**config.mk**
```make
export PLATFORM = sky130hd
export DESIGN_NAME = dual_timer
export DESIGN_NICKNAME = d
export VERILOG_FILES = /design/src/rtl/timer_pkg.sv /design/src/rtl/timer_half.sv /design/src/rtl/timer_cmp.sv /design/src/rtl/dual_timer.sv
export SDC_FILE = /design/constraint.sdc
export NUM_CORES = 1
export LEC_CHECK = 0
export ABC_AREA = 0
export BUFFER_PORTS_ARGS = -buffer_cell sky130_fd_sc_hd__buf_2
export CAP_MARGIN = 20
export CORE_ASPECT_RATIO = 1.25
export CORE_MARGIN = 2
export CORE_UTILIZATION = 50
export DETAILED_ROUTE_END_ITERATION = 10
export GPL_TIMING_DRIVEN = 0
export PLACE_DENSITY = 0.76
export SLEW_MARGIN = 10
export SYNTH_ARGS = -nofsm -noshare
export SYNTH_HDL_FRONTEND = slang
export SYNTH_SLANG_ARGS = --single-unit
```
**constraint.sdc**
```tcl
create_clock -name clk -period 2.9 [get_ports clk]
set_input_delay 0.58 -clock clk [delete_from_list [all_inputs] [get_ports clk]]
set_output_delay 0.58 -clock clk [all_outputs]
set_load 0.005 [all_outputs]
```
**src/rtl/timer_pkg.sv**
```systemverilog
package timer_pkg;

  typedef enum logic [1:0] {
    RUN_STOP = 2'd0,
    RUN_ONCE = 2'd1,
    RUN_LOOP = 2'd2,
    RUN_ALT  = 2'd3
  } run_mode_e;

  localparam logic [7:0] OFS_CNT_LO = 8'h10;
  localparam logic [7:0] OFS_CNT_HI = 8'h14;
  localparam logic [7:0] OFS_PRD_LO = 8'h18;
  localparam logic [7:0] OFS_PRD_HI = 8'h1C;
  localparam logic [7:0] OFS_RUN    = 8'h20;
  localparam logic [7:0] OFS_CFG    = 8'h24;
  localparam logic [7:0] OFS_CMP    = 8'h28;

  localparam int unsigned RUN_LSB_LO = 6;
  localparam int unsigned RUN_LSB_HI = 22;
  localparam logic [1:0]  CFG_DUAL   = 2'd1;

  function automatic int unsigned run_lsb(int unsigned half);
    return (half == 0) ? RUN_LSB_LO : RUN_LSB_HI;
  endfunction

  function automatic logic [7:0] cnt_ofs(int unsigned half);
    return (half == 0) ? OFS_CNT_LO : OFS_CNT_HI;
  endfunction

endpackage

```
**src/rtl/timer_half.sv**
```systemverilog
module timer_half #(
  parameter int unsigned W = 32
) (
  input  logic         clk,
  input  logic         rst_n,
  input  logic         run,
  input  logic         once,
  input  logic         ld,
  input  logic [W-1:0] ld_val,
  input  logic [W-1:0] prd,
  output logic [W-1:0] cnt,
  output logic [W-1:0] nxt,
  output logic         step,
  output logic         done,
  output logic         hit
);

  logic match;

  assign step  = run && !ld;
  assign match = (cnt == prd);
  assign nxt   = match ? '0 : cnt + 1'b1;
  assign done  = step && once && match;

  always_ff @(posedge clk or negedge rst_n) begin
    if (!rst_n) begin
      cnt <= '0;
      hit <= 1'b0;
    end else begin
      if (ld)        cnt <= ld_val;
      else if (step) cnt <= nxt;
      hit <= step && match;
    end
  end

endmodule

```
**src/rtl/timer_cmp.sv**
```systemverilog
module timer_cmp #(
  parameter int unsigned W  = 32,
  parameter bit          EN = 1'b1
) (
  input  logic         clk,
  input  logic         rst_n,
  input  logic         we,
  input  logic [W-1:0] wdata,
  input  logic         step,
  input  logic [W-1:0] nxt,
  output logic [W-1:0] cmp_q,
  output logic         evt
);

  generate
    if (EN) begin : g_cmp
      always_ff @(posedge clk or negedge rst_n) begin
        if (!rst_n) begin
          cmp_q <= '0;
          evt   <= 1'b0;
        end else begin
          if (we) cmp_q <= wdata;
          evt <= step && (nxt == cmp_q);
        end
      end
    end else begin : g_none
      assign cmp_q = '0;
      assign evt   = 1'b0;
    end
  endgenerate

endmodule

```
**src/rtl/dual_timer.sv**
```systemverilog
module dual_timer
  import timer_pkg::*;
#(
  parameter int unsigned DW      = 32,
  parameter int unsigned AW      = 8,
  parameter bit          HAS_CMP = 1'b1
) (
  input  logic          clk,
  input  logic          rst_n,
  input  logic          reg_wr,
  input  logic [AW-1:0] reg_addr,
  input  logic [DW-1:0] reg_wdata,
  output logic [DW-1:0] reg_rdata,
  output logic          irq_lo,
  output logic          irq_hi,
  output logic          cmp_evt
);

  localparam int unsigned NHALF = 2;

  logic [DW-1:0] run_q, cfg_q;
  logic [DW-1:0] prd_q [NHALF];
  logic [DW-1:0] cnt   [NHALF];
  logic [DW-1:0] nxt   [NHALF];
  logic [NHALF-1:0] run, once, ld, step, done, hit;
  logic [DW-1:0] cmp_q;
  logic dual;

  assign dual = (cfg_q[3:2] == CFG_DUAL);

  generate
    for (genvar g = 0; g < NHALF; g++) begin : g_half
      logic [1:0] fld;
      assign fld     = run_q[run_lsb(g) +: 2];
      assign run[g]  = dual && cfg_q[g] && (fld != RUN_STOP);
      assign once[g] = (fld == RUN_ONCE);
      assign ld[g]   = reg_wr && (reg_addr == AW'(cnt_ofs(g)));

      timer_half #(.W(DW)) u_half (
        .clk    (clk),
        .rst_n  (rst_n),
        .run    (run[g]),
        .once   (once[g]),
        .ld     (ld[g]),
        .ld_val (reg_wdata),
        .prd    (prd_q[g]),
        .cnt    (cnt[g]),
        .nxt    (nxt[g]),
        .step   (step[g]),
        .done   (done[g]),
        .hit    (hit[g])
      );
    end
  endgenerate

  always_ff @(posedge clk or negedge rst_n) begin
    if (!rst_n) begin
      run_q    <= '0;
      cfg_q    <= '0;
      prd_q[0] <= '0;
      prd_q[1] <= '0;
    end else begin
      if (reg_wr && reg_addr == AW'(OFS_RUN)) begin
        run_q <= reg_wdata;
      end else begin
        for (int h = 0; h < NHALF; h++)
          if (done[h]) run_q[run_lsb(h) +: 2] <= RUN_STOP;
      end
      if (reg_wr && reg_addr == AW'(OFS_CFG))    cfg_q    <= reg_wdata;
      if (reg_wr && reg_addr == AW'(OFS_PRD_LO)) prd_q[0] <= reg_wdata;
      if (reg_wr && reg_addr == AW'(OFS_PRD_HI)) prd_q[1] <= reg_wdata;
    end
  end

  timer_cmp #(.W(DW), .EN(HAS_CMP)) u_cmp (
    .clk   (clk),
    .rst_n (rst_n),
    .we    (reg_wr && reg_addr == AW'(OFS_CMP)),
    .wdata (reg_wdata),
    .step  (step[0]),
    .nxt   (nxt[0]),
    .cmp_q (cmp_q),
    .evt   (cmp_evt)
  );

  always_comb begin
    case (reg_addr)
      AW'(OFS_CNT_LO): reg_rdata = cnt[0];
      AW'(OFS_CNT_HI): reg_rdata = cnt[1];
      AW'(OFS_PRD_LO): reg_rdata = prd_q[0];
      AW'(OFS_PRD_HI): reg_rdata = prd_q[1];
      AW'(OFS_RUN):    reg_rdata = run_q;
      AW'(OFS_CFG):    reg_rdata = cfg_q;
      AW'(OFS_CMP):    reg_rdata = cmp_q;
      default:         reg_rdata = '0;
    endcase
  end

  assign irq_lo = hit[0];
  assign irq_hi = hit[1];

endmodule

```
After elaboration in Yosys (flattened, before gate mapping)

Cells that the tools add are included.

Reductions and logical operators: 28
Multipliers: 0
Bitwise logic cells: 0
Equality and inequality tests: 13
Magnitude comparators: 0
Add/subtract/negate cells: 2
Shifts and indexed selects: 0
Muxes and demuxes: 11
Divide/modulo/power cells: 0

Operators with widths:

| operator                                            | number |
|---|---|
| case mux 32 bit (7 select lines)                    | 1 |
| two-way mux 32 bit                                  | 6 |
| equality test 32 bit                                | 3 |
| adder 32 x 1 -> 32 bit, second input constant       | 2 |
| equality test 8 x 5 -> 1 bit, second input constant | 4 |
| equality test 8 x 6 -> 1 bit, second input constant | 3 |
| logical AND 1 bit                                   | 20 |
| nonzero test 2 bit                                  | 6 |
| two-way mux 2 bit                                   | 4 |
| equality test 2 x 1 -> 1 bit, second input constant | 3 |
| zero test 1 bit                                     | 2 |

Bits of input ports: 43
Register bits: 227
ROM bits: 0
Memories: 0
Bits in writable memories: 0
Bits in latches: 0
Output and inout port bits: 35

Longest topological paths before layout

Gate-level depths: netlist (run 1).

Depth after elaboration: 8
Depth in mapped cells: 12
Mapped depth without buffers: 9

By module

Synthesis (run 1) repeated with hierarchy kept, for this count alone.

Cells, all modules: 1418
Area total of the unflattened synthesis: 14246.2 sq um

By module, submodules not included:

| module     | cells each | area each (sq um) | instances |
|---|---|---|---|
| dual_timer | 511        | 6552.5            | 1 |
| timer_half | 397        | 3066.7            | 2 |
| timer_cmp  | 113        | 1560.2            | 1 |

Worst setup path before layout (run 1)

OpenSTA, ideal clock, no wires.

Path kind: in2out
Start point: input port reg_addr[5]
End point: output port reg_rdata[14]
Arrival: 2.544 ns
Data required time: 2.320 ns
Stages: 7
Path slack: -0.224 ns
Cells stage by stage: or4b_2 or2_2 nor2_1 clkbuf_1 clkbuf_1 a222oi_1 nand2_1

Longest elaborated chain between the ends: 2
Elaborated cells on any way between the ends: 8
Those cells by class: eq/ne (7); mux (1)

RTL lines:

| element                                                                             | line             | RTL |
|---|---|---|
| start, declared                                                                     | dual_timer.sv:11 | `input logic [AW-1:0] reg_addr,` |
| equality test 8 x 6 -> 1 bit / equality test 8 x 5 -> 1 bit (equally long branches) | dual_timer.sv:87 | `case (reg_addr)` |
| case mux 32 bit (7 select lines) *                                                  | dual_timer.sv:87 |  |
| end, declared                                                                       | dual_timer.sv:13 | `output logic [DW-1:0] reg_rdata,` |

Every way passes the cells marked *; elsewhere a longest branch is shown, timed or not.

Worst setup path in the final report (run 1)

Start point: register g_half[0].u_half.cnt[31]
End point: register u_cmp.evt

Longest elaborated chain between the ends: 4
Elaborated cells on any way between the ends: 5
Those cells by class: add/sub (1); eq/ne (2); mux (1); reduce/logical (1)

RTL lines:

| element                                                               | line                               | RTL |
|---|---|---|
| start, declared                                                       | timer_half.sv:11                   | `output logic [W-1:0] cnt,` |
| start signal, assigned                                                | timer_half.sv:30                   | `if (ld) cnt <= ld_val;` |
| start signal, assigned                                                | timer_half.sv:31                   | `else if (step) cnt <= nxt;` |
| adder 32 x 1 -> 32 bit / equality test 32 bit (equally long branches) | timer_half.sv:22, timer_half.sv:21 |  |
| two-way mux 32 bit *                                                  | timer_half.sv:22                   | `assign nxt = match ? '0 : cnt + 1'b1;` |
| equality test 32 bit *                                                | timer_cmp.sv:23                    | `evt <= step && (nxt == cmp_q);` |
| logical AND 1 bit *                                                   | timer_cmp.sv:23                    |  |
| end signal, assigned                                                  | timer_cmp.sv:23                    |  |
| end, declared                                                         | timer_cmp.sv:12                    | `output logic evt` |

Marked as above.
A chain may end at the register's enable or synchronous reset.

==> results of run 1 <==
-- flip-flops by register name, indices dropped and copies added (netlist names) --
name,cells
u_cmp.cmp_q,32
u_cmp.evt,1
run_q,32
g_half.u_half.hit,2
g_half.u_half.cnt,64
prd_q,64
cfg_q,32
-- routing by layer --
layer / global-route usage, % / up-vias / routed length [µm] / part of all wire, %
met2: 60.92 / 897 / 24670 / 47
met1: 45.63 / 6273 / 18770 / 36
met4: 28.11 / 0 / 4936 / 9.3
met3: 4.585 / 275 / 4471 / 8.5
met5: 0 / - / 0 / 0
li1: - / 5433 / - / -
-- timing repair --
| action | CTS | global route |
|---|---|---|
| setup buffers | 49 | 13 |
| hold buffers | 1 | 0 |
| gates resized for setup | 158 | 82 |
| endpoints found under the setup margin | 99 | 105 |
| cloned | 3 | 1 |
| endpoints found under the hold margin | 32 | 0 |
| pin swaps | 42 | 36 |
-- critical path, cell delays in order, from the launching register on --
cell,delay [ns]
dfrtp_1,0.58
xor2_1,0.18
nor4_2,0.45
nand4_1,0.22
buf_4,0.22
nor2_2,0.14
buf_6,0.14
buf_6,0.16
clkbuf_16,0.18
a21oi_1,0.05
o32ai_2,0.30
nand4_1,0.22
nor4_4,0.28
-- path summary, 6_finish.rpt --
| path | slack [ns] | cells after the start | endpoint |
|---|---|---|---|
| hold reg to reg | 0.50 | 2 | cfg_q[22] |
| setup / recovery | -0.32 | 12 | u_cmp.evt |
| min in group asynchronous | 0.54 | 2 | g_half[1].u_half.cnt[15] |
| setup reg to reg | -0.32 | 12 | u_cmp.evt |
| hold / removal | 0.38 | 3 | g_half[0].u_half.cnt[6] |
| max in group asynchronous | 1.39 | 3 | g_half[0].u_half.cnt[1] |
-- per-stage QoR --
stage,std cells,hold WS [ns]
after global routing,1879,0.3993
after detailed placement,1789,0.4844
after CTS,1869,0.3656
after floorplan,1368,0.2844
after global placement,1783,0.4627
final,1880,0.3756
-- cell usage after synthesis, drive strengths merged (4+ instances only) --
master / count
inv: 22
and4: 7
xor2: 75
and3: 13
a222oi: 31
o211ai: 8
mux2i: 8
xnor2: 19
a221oi: 12
mux2: 154
nor2: 69
a211o: 4
a31oi: 17
o311ai: 13
o21ai: 107
nand2b: 5
nand4: 24
a22oi: 45
nor4: 28
o31a: 6
o21a: 19
a21oi: 53
dfrtp: 227
nor3: 23
a22o: 8
nor2b: 9
or3: 15
clkbuf: 94
nor3b: 4
nand2: 118
and2: 8
nand3b: 4
buf: 17
or4: 8
nand3: 53
-- area by class of cell --
type                    count  area share (%)
repair buffers            148           6.736
inverters                  22          0.5012
well taps                 340           2.582
diodes                      1         0.01519
flip-flops and latches    227           34.58
clock inverters            13           1.033
clock buffers              31           4.177
plain buffers              90           4.557
multi-input cells        1008           45.82
-- power groups by stage --
stage / registers, mW / clock network [mW] / logic [mW]
global route: 3.60 / 3.51 / 1.65
global placement: 3.56 / 0 / 1.29
floorplan: 3.49 / 0 / 0.879
CTS: 3.56 / 3.38 / 1.44
detailed placement: 3.56 / 0 / 1.33
finish: 3.59 / 3.38 / 1.54
-- logic make-up after synthesis --
family	after synthesis	synth area share [%]
multiplexers	162	13.66
AND/OR/NAND/NOR	394	14.96
flip-flops	227	42.77
AO/OA/AOI/OAI	356	18.26
buffers and inverters	133	3.957
adder cells (fa/ha/maj)	2	0.1884
XOR/XNOR	94	6.199
==> metrics, run 1 <==
WP data arrival=3.67 ns; number of global-route vias before repair=12.42k; Root Driver=clkbuf_16; maximum VDD drop=394.6 µV; post-route ant nets=0; gate count after technology mapping=1368; final setup margin=-0.3218 ns; Final Setup Violations=37; clock tree sinks=227; Syn Nets=1413; Power Density=516.2 nW/µm²; failing checks=negative setup slack; total gr overflow=0; H-tree lvl count=1; Core Box Area=26100 µm²; Clock Tree Buf Depth=3; area share of the largest cell type after synthesis=42.77%; die width=149.8 µm; switching power=2.518 mW; pre-CTS setup slack=-1.351 ns; Area contributors post-synth=dfrtp_1 43%, mux2_2 13%, xor2_1 4.9%; Fin. Hold Viols=0; NumNets Final=1566; Highest Clock Rate=310.4 MHz; routed len/inst=28.11 µm; top_reg_cell synth=dfrtp_1; hold path startpoint=reg_wdata[6]; fillers=2132; Comb power frac=18.1%; CTS tree=built; synth warn=0; setup TNS=-2.301 ns; clock edge transition at the registers on the reported setup and hold paths=0.07 ns; Max Cap Viol=0; most common cell after layout, fill and taps aside=dfrtp_1; Worst Max-Slew Pin Slew=0.8405 ns; initial antenna violation count=1; syn_area_per_cell=9.708 µm²; # DRC=0; register area=5697 µm²; Setup crit start=g_half[0].u_half.cnt[31]; Post-synth EDFFs=0; Critical R2R Launch=g_half[0].u_half.cnt[31]; GP Congestion=0.9853; P_int=5.987 mW; startpoint class of the critical path=flop; Net Sw Frac=29.61%; total number of vias=12.88k; via-per-instance ratio=6.850; Clk pwr share=39.7%; Initial DRT Pass Iterations=9; Num CTS Buffers=24; cell area after layout=16480 µm²; Initial Utilization=50.89%; IO buf count=75; Site Rows=66; Final Cycle Share=111.1%; post-synth cell types=66; flops & latches, synth=227; share of cells above drive strength 1=31.32%; most frequent cells in the layout=214 x dfrtp_1, 154 x mux2_2, 116 x nand2_1; outcome=finished, violations left; die footprint=27890 µm²; min Tclk post-route=3.222 ns; LEAKAGE=7.485 nW; initial DRC count=1542; first-pass GRT wire length=77020 µm; total power=8.505 mW; io pins=78; critical path type=reg -> reg; sequential share of the synthesized area=42.77%; Setup crit end kind=flop; area of the multi-input gates=7550 µm²; Post-Place Cell Area=14210 µm²; CP required=3.34 ns; classification of the worst-slack hold path=in -> reg; Synth Cell Area=13280 µm²; Die Y-Extent=186.2 µm; fraction of registers with async set/reset=100.0%; Core Util, Final=63.14%; Routed WL=52850 µm; crit-path max FO=10; Final Slew Violations=0; Worst-Skew Late Latency=0.53 ns; largest net degree at the start of global routing=111; Sequential Power Share=42.2%; hpwl dp=38100 µm; Synth area leader=dfrtp_1; unrepaired setup endpoints after global routing=true; Area growth, synth to finish=24.06%; clock skew=0.009065 ns; Slew headroom=43.97%; gr usage total=37.40%
No activity file was read; power rests on OpenSTA's default activity.
==> run 2: changes to the inputs <==
--- a/config.mk
+++ b/config.mk
@@ -10,10 +10,10 @@
 export CAP_MARGIN = 20
 export CORE_ASPECT_RATIO = 1.25
 export CORE_MARGIN = 2
-export CORE_UTILIZATION = 50
+export CORE_UTILIZATION = 55
 export DETAILED_ROUTE_END_ITERATION = 10
 export GPL_TIMING_DRIVEN = 0
-export PLACE_DENSITY = 0.76
+export PLACE_DENSITY = 0.82
 export SLEW_MARGIN = 10
 export SYNTH_ARGS = -nofsm -noshare
 export SYNTH_HDL_FRONTEND = slang
==> metrics, run 2 (same netlist as run 1, synthesis figures left out) <==
die width=143.0 µm (-4.5%); Fin. Hold Viols=0 (unchanged); total power=8.754 mW (+2.9%); Routed WL=52480 µm (-0.68%); post-route ant nets=0 (unchanged); CTS tree=built; Initial Utilization=55.97% (+5.1 points); Worst Max-Slew Pin Slew=0.7816 ns (-0.05890 ns); Final Cycle Share=104.9% (-6.2 points); Initial DRT Pass Iterations=10 (+1); cells on worst reg2reg path=12 (unchanged); startpoint class of the critical path=input pin; fillers=1664 (-22%); H-tree lvl count=1 (unchanged); Critical Path Max Stage Delay=0.57 ns (about the same); min Tclk post-route=3.043 ns (-0.1789 ns); unrepaired setup endpoints after global routing=true; most frequent cells in the layout=213 x dfrtp_1, 154 x mux2_2, 116 x nand2_1; Regs by FF count=g_half.u_half.cnt: 64 flops, prd_q: 64 flops; Die Y-Extent=177.7 µm (-4.6%); CP max-delay cell=or4b_4; Area growth, synth to finish=23.55%; LEAKAGE=7.413 nW (-0.96%); Setup crit end kind=output port; buffers plus inverters on the worst setup path=4 (unchanged); routed len/inst=28.32 µm (+0.76%); IO buf count=75 (unchanged); classification of the worst-slack hold path=in -> reg; CP required=2.32 ns (-1.02 ns); maximum VDD drop=560.6 µV (+42%); gr usage total=41.23% (+3.8 points); Core Util, Final=69.16% (+6.0 points); Max Cap Viol=0 (unchanged); Core Box Area=23730 µm² (-9.1%); worst hold slack=0.3788 ns (+0.003170 ns); CP top delay family=simple AND/OR/NAND/NOR gates; Slew headroom=47.90% (+3.9 points); Clock Tree Buf Depth=3 (unchanged); Power Density=533.5 nW/µm² (+3.4%); share of cells above drive strength 1=30.91% (-0.41 points); hold path startpoint=reg_wdata[1]; failing checks=negative setup slack; total gr overflow=0 (unchanged); Num CTS Buffers=24 (unchanged); Final Setup Violations=26 (-30%); Site Rows=63 (-4.5%); die footprint=25410 µm² (-8.9%); clock edge transition at the registers on the reported setup and hold paths=0.07 ns (about the same); number of global-route vias before repair=12.72k (+2.4%); WP data arrival=2.46 ns (-1.21 ns); io pins=78 (unchanged); Setup crit start=reg_addr[1]; via-per-instance ratio=7.061 (+3.1%); crit-path max FO=6 (-4); GP Congestion=0.9996 (+1.5%); Critical R2R Launch=prd_q[50]; Root Driver=clkbuf_16; Final Slew Violations=0 (unchanged); largest net degree at the start of global routing=104 (-6.3%); final setup margin=-0.1429 ns (+0.1789 ns); # DRC=0 (unchanged); clock skew=0.01879 ns (+0.009722 ns); initial DRC count=2008 (+30%); clock tree sinks=227 (unchanged); WHS Path Cells=3 (unchanged); critical path type=in -> out; initial antenna violation count=0 (-1); NumNets Final=1554 (-0.77%); most common cell after layout, fill and taps aside=dfrtp_1; worst path cell trace=buf_6 > or4b_4 > or2_4 > nor2_4 > clkbuf_16 > clkbuf_16 > a222oi_1 > nand2_1 > buf_2; Highest Clock Rate=328.6 MHz (+5.9%); Worst-Skew Late Latency=0.53 ns (about the same); pre-CTS setup slack=-1.724 ns (-0.3729 ns); first-pass GRT wire length=77780 µm (+0.99%); total number of vias=13.08k (+1.6%); Most common cell on crit path=clkbuf_16; outcome=finished, violations left; critical path depth=9 (-3); hpwl dp=37200 µm (-2.4%)
-- run 2: path summary, 6_finish.rpt --
check,end,slack (ns)
setup / recovery,reg_rdata[17],-0.14
hold / removal,g_half[0].u_half.cnt[1],0.38
setup reg to reg,u_cmp.evt,-0.14
hold reg to reg,cfg_q[22],0.49
max in group asynchronous,g_half[0].u_half.cnt[13],1.06
min in group asynchronous,g_half[1].u_half.cnt[18],0.55
-- run 2: metrics by stage --
step,cells,cell area (µm²),setup TNS [ns]
after CTS,1849,16160,-0.2313
after global routing,1852,16410,-2.187
after global placement,1768,14090,-708.31
final,1853,16410,-1.479
after detailed placement,1772,14180,-86.64
after floorplan,1368,13310,-0.01096
-- run 2: layout make-up --
type	count	area, µm²	share of cell area [%]
antenna	1	2.502	0.01525
buffer	91	708.2	4.316
clock buffer	29	680.7	4.148
clock inverter	15	245.2	1.495
inverter	22	82.58	0.5033
multi-input combinational	1008	7617	46.42
sequential	227	5698	34.73
tap	325	406.6	2.478
timing repair buffer	135	967.2	5.894
-- run 2: power by group --
| group | switching (mW) | total (mW) | internal (mW) |
|---|---|---|---|
| clock network | 1.39 | 3.61 | 2.22 |
| registers | 0.255 | 3.59 | 3.33 |
| logic | 0.945 | 1.56 | 0.613 |
-- run 2: metal layers --
metal | routed length (µm) | share of wire (%) | vias up | global-route usage [%]
li1 | - | - | 5389 | -
met1 | 17670 | 34 | 6364 | 49.74
met2 | 24400 | 46 | 1002 | 66.67
met3 | 5249 | 10 | 329 | 6.071
met4 | 5165 | 9.8 | 0 | 30.90
met5 | 0 | 0 | - | 0
-- run 2: timing repair --
| action | 4_1_cts | 5_1_grt |
|---|---|---|
| setup buffers | 45 | 6 |
| resized for setup | 156 | 64 |
| endpoints found under the hold margin | 42 | 0 |
| cloned | 5 | 0 |
| pin swaps | 55 | 39 |
| hold buffers | 1 | 0 |
| setup endpoints to repair | 99 | 79 |
-- run 2: worst reg2reg max path, cell delays in order, from the launching register on --
cell     delay, ns
dfrtp_1       0.42
xor2_2        0.28
nor4_4        0.41
nand4_1       0.15
buf_4         0.18
nor2_4        0.12
buf_4         0.11
buf_4         0.09
buf_4         0.10
o41ai_1       0.08
a211o_1       0.24
or4_4         0.56
nor4_4        0.21
